<file path="src/rtl/rx_fs_forwarder.sv">
module rx_fs_forwarder #(
  parameter int DW   = 8,
  parameter int NSYM = 5
) (
  input  logic          clk,
  input  logic          rst_n,
  input  logic          rx_start,
  input  logic          rx_byte_vld,
  input  logic [DW-1:0] rx_byte,
  input  logic          rx_end,
  input  logic          rx_sym_vld,
  input  logic          rx_sym,
  input  logic          rx_fs_end,
  input  logic          host_abort,
  input  logic          flush_req,
  input  logic          sec_nsa,
  input  logic          sec_flush_en,
  output logic [2:0]    tag_o,
  output logic [DW-1:0] data_o
);
  localparam logic [2:0] T_IDLE = 3'b000, T_SOF = 3'b001, T_DATA = 3'b010,
                         T_EOD = 3'b011, T_FILL = 3'b101, T_FS = 3'b110;
  localparam int CW = $clog2(NSYM + 1);
  localparam int PADW = DW - NSYM - 2;

  typedef enum logic [1:0] {S_IDLE, S_BODY, S_FILL} st_t;
  st_t st;
  logic ab_q, fl_q;
  logic [NSYM-1:0] fld;
  logic [CW-1:0]   cnt;

  wire ab_now = ab_q | host_abort;
  wire fl_eod = ab_now | flush_req;
  wire [CW-1:0] idx = CW'(NSYM - 1) - cnt;

  always_ff @(posedge clk) begin
    if (!rst_n) begin
      st <= S_IDLE; ab_q <= 1'b0; fl_q <= 1'b0;
      fld <= '0; cnt <= '0;
      tag_o <= T_IDLE; data_o <= '0;
    end else begin
      tag_o  <= T_IDLE;
      data_o <= '0;
      case (st)
        S_IDLE: if (rx_start) begin
          st <= S_BODY; tag_o <= T_SOF;
          ab_q <= 1'b0; fld <= '0; cnt <= '0;
        end
        S_BODY: begin
          if (host_abort) ab_q <= 1'b1;
          if (rx_end) begin
            st <= S_FILL; tag_o <= T_EOD; fl_q <= fl_eod;
            data_o <= {ab_now, fl_eod, {(DW-2){1'b0}}};
          end else if (rx_byte_vld && !ab_now) begin
            tag_o <= T_DATA; data_o <= rx_byte;
          end
        end
        S_FILL: begin
          if (rx_fs_end) begin
            st <= S_IDLE; tag_o <= T_FS;
            data_o <= {ab_q, fl_q | (sec_nsa & sec_flush_en), {PADW{1'b0}}, fld};
          end else begin
            tag_o <= T_FILL;
            if (rx_sym_vld && cnt < CW'(NSYM)) begin
              fld[idx] <= rx_sym;
              cnt <= cnt + 1'b1;
            end
          end
        end
        default: st <= S_IDLE;
      endcase
    end
  end

  p_legal_tag_r10: assert property (@(posedge clk) disable iff (!rst_n)
    tag_o != 3'b100 && tag_o != 3'b111);
  p_start_r2: assert property (@(posedge clk) disable iff (!rst_n)
    (rx_start && st == S_IDLE) |=> tag_o == T_SOF);
  p_fill_after_eod_r5: assert property (@(posedge clk) disable iff (!rst_n)
    tag_o == T_EOD |=> (tag_o == T_FILL || tag_o == T_FS));
  p_idle_after_fs_r6: assert property (@(posedge clk) disable iff (!rst_n)
    tag_o == T_FS |=> tag_o == T_IDLE);
  p_no_data_after_abort_r7: assert property (@(posedge clk) disable iff (!rst_n)
    tag_o == T_DATA |-> !ab_q);
endmodule

</file>
<file path="config.mk">
export PLATFORM = sky130hd
export DESIGN_NAME = rx_fs_forwarder
export DESIGN_NICKNAME = d
export VERILOG_FILES = /design/src/rtl/rx_fs_forwarder.sv
export SDC_FILE = /design/constraint.sdc
export NUM_CORES = 1
export LEC_CHECK = 0
export BUFFER_PORTS_ARGS = -buffer_cell sky130_fd_sc_hd__buf_2
export CAP_MARGIN = 20
export CORE_ASPECT_RATIO = 1.5
export CORE_MARGIN = 2
export CORE_UTILIZATION = 35
export DETAILED_ROUTE_END_ITERATION = 7
export HOLD_SLACK_MARGIN = 0.1
export PLACE_DENSITY = 0.58
export REMOVE_ABC_BUFFERS = 1
export SLEW_MARGIN = 20
export SYNTH_ARGS = -nofsm -noshare
export SYNTH_HDL_FRONTEND = slang
export SYNTH_SLANG_ARGS = --single-unit
</file>
<file path="constraint.sdc">
create_clock -name clk -period 2.5 [get_ports clk]
set_input_delay 0.5 -clock clk [delete_from_list [all_inputs] [get_ports clk]]
set_output_delay 0.5 -clock clk [all_outputs]
set_load 0.005 [all_outputs]
</file>
==> run metrics <==
Core Area=2940 µm²; Critical Path Source Type=flip-flop; most frequent cells after synthesis=dfxtp_1, nor2_1, a21oi_1, inv_1; GRT Total Usage=13.7%; RSZ-0062 raised after global routing=no; Worst R2R Start=cnt[0]; dpl cells=192; critical path type=flip-flop to flip-flop; Final TNS setup=0 ps; CTS tree=done; Final Max Tran Viols=0; Area contributors post-synth=dfxtp_1, ha_1, nor2_1; antenna diode count=0; final setup fails=0; H-Tree Depth=1; crit path max fanout=8; Ports=31; initial antenna violation count=0; worst rel slew slack=66.1%; Hold Violations, Final=0; final cell count without fillers=196; worst slew pin tran=506 ps; Leak=0.611 nW; final wirelength=2.33 mm; R2R Path End=fld[3]; number of placement rows=24; Worst Setup EP=fld[3]; worst r2r path cells=6; Final Wtd Congestion=0.793; Tmin final=1790 ps; post_cts resized=0; # clock sinks=23; CTS clk-pin slew, worst paths=80 ps; Max Clock Skew=2.68 ps; first-pass GRT wire length=3.91 mm; status=finished, final reports clean; Critical Path Sink Type=flip-flop; top-count cell post-synth=dfxtp_1; Peak VDD IR=0.000332 V; fin nets=185; pwr dens=710 nW/µm²; full die area=3620 µm²; FMAX=0.557 GHz; Clock Tree Buf Depth=2; worst reg-to-reg setup slack=710 ps; routed vias=992; ANT nets after route=0; routed vias/inst=5.06; Power Total=952 µW; total gr overflow=0; Crit path required time=2650 ps; CTS hold repair buffers=0; Residual DRC=0; # Post-CTS Setup Buffers=0; largest net degree at the start of global routing=15; drt wl/cell=11.9 µm; CP arrival=1940 ps; total CTS buffers=3; part of the cycle the worst path needs=71.8%; crit path launch=cnt[0]; root buf cell=clkbuf_8; clk_lat worst skew=260 ps; starting density of the core=37.4%; Seq/Total Area, Yosys=41.8%; layout cells sized above 1=22.3%; vias in the first global route=917; Synth Register Bits=23; Synth area leader=dfxtp_1; Port Buf Inserts=30; Die X=49.8 µm; syn avg cell area=8.88 µm²; ys flop type=dfxtp_1; drt first pass iters=4; placed wire-length estimate=1.83 mm; Post-Syn Area=1100 µm²; Mapped Cells=124; die height=72.7 µm; initial DRC count=27; number of flops mapped to enable cells by yosys=0; Hold Path Class=input pin to flip-flop; maxcap violations=0; FFs w/ async S/R, synth=0%; Area Overhead vs Synth=21.8%; Yosys top cell area share=41.8%; number of distinct library cells after synthesis=37; warning count from the yosys run=0
==> cell families (layout without fill, tap and decap cells) <==
group / Yosys count / after routing / synth area share [%]
compound gates: 33 / 33 / 20.5
fa+ha+maj: 7 / 7 / 7.95
mux: 2 / 2 / 1.82
simple gates: 49 / 49 / 24.1
flops: 23 / 23 / 41.8
xor+xnor: 1 / 1 / 0.796
buf+inv: 9 / 42 / 3.07
==> cell usage in the layout, fill, tap and decap left out <==
cell,Yosys,final
o21ai_1,1,1
ha_1,7,7
a22oi_1,5,5
a211o_1,4,4
nand4b_1,1,1
nand4bb_1,1,1
nor3b_1,1,1
and3_1,4,4
nand2b_1,5,5
o22ai_1,2,2
o21a_1,1,1
and4_1,1,1
and4b_1,1,1
nand2_1,7,7
buf_2,0,30
o21ai_0,3,3
and2_1,1,1
xnor2_1,1,1
o211a_1,1,1
o21ai_2,1,1
or4_1,1,1
nand4_1,1,1
nor2_1,16,16
o31ai_1,1,1
a31oi_2,1,1
nand3_1,3,3
a211oi_1,1,1
clkbuf_1,1,1
a21oi_1,8,8
mux2i_1,2,2
clkbuf_8,0,3
a31oi_1,3,3
nor2b_1,3,3
nor3_1,1,1
dfxtp_1,23,23
a21boi_1,1,1
nor4bb_1,1,1
nand3b_1,1,1
inv_1,8,8
==> layout make-up <==
type / count / area (µm²)
repair buffers: 30 / 150
multi-input cells: 92 / 607
fillers: 316 / 1600
clock buffers: 4 / 45.0
well taps: 39 / 48.8
inverters: 8 / 30.0
flip-flops and latches: 23 / 460
==> flip-flops by register name, summed over array words and instances (netlist names) <==
| signal | count |
|---|---|
| data_o | 8 |
| fld | 5 |
| cnt | 3 |
| tag_o | 3 |
| st | 2 |
| ab_q | 1 |
| fl_q | 1 |
==> per-layer routing <==
metal | vias to the layer above | GRT usage, % | wire length [µm]
met5 | - | 0 | 0
met1 | 445 | 16.3 | 1020
met2 | 31 | 23.9 | 1140
met3 | 4 | 2.87 | 142
li1 | 512 | - | -
met4 | 0 | 5.56 | 30
==> critical path: stages (launching register included) <==
cell and delay (ps):
dfxtp_1 480, inv_1 110, ha_1 220, xnor2_1 300, nand3_1 140, and3_1 210, a211o_1 230
==> worst min-delay path by stage <==
stage / slack, ps / endpoint / cells past startpoint / start
3_3_place_gp: 460 / fld[2] / 1 / fld[2]
2_1_floorplan: 450 / fld[1] / 2 / fld[1]
5_1_grt: 470 / data_o[6] / 3 / rx_byte[6]
3_5_place_dp: 470 / fld[1] / 2 / fld[1]
4_1_cts: 460 / data_o[6] / 3 / rx_byte[6]
6_report: 470 / data_o[6] / 3 / rx_byte[6]
==> through the flow <==
| stage | hold WS (ps) | worst slack [ps] | utilization, % | instance area, µm² |
|---|---|---|---|---|
| final | 467 | 706 | 45.6 | 1340 |
| after global routing | 470 | 576 | 45.6 | 1340 |
| after floorplan | 447 | 904 | - | 1100 |
| after global placement | 465 | 793 | 44.0 | 1300 |
| after detailed placement | 467 | 738 | 44.0 | 1300 |
| after CTS | 465 | 731 | 45.6 | 1340 |
==> report_power, final <==
group          switching (mW)  total (mW)  internal, mW  leakage [nW]
Sequential             0.0211       0.420         0.399         0.186
Clock                   0.114       0.228         0.114        0.0228
Combinational           0.184       0.305         0.121         0.402
Total                   0.319       0.952         0.633         0.611
(Power assumes the default switching activity.)
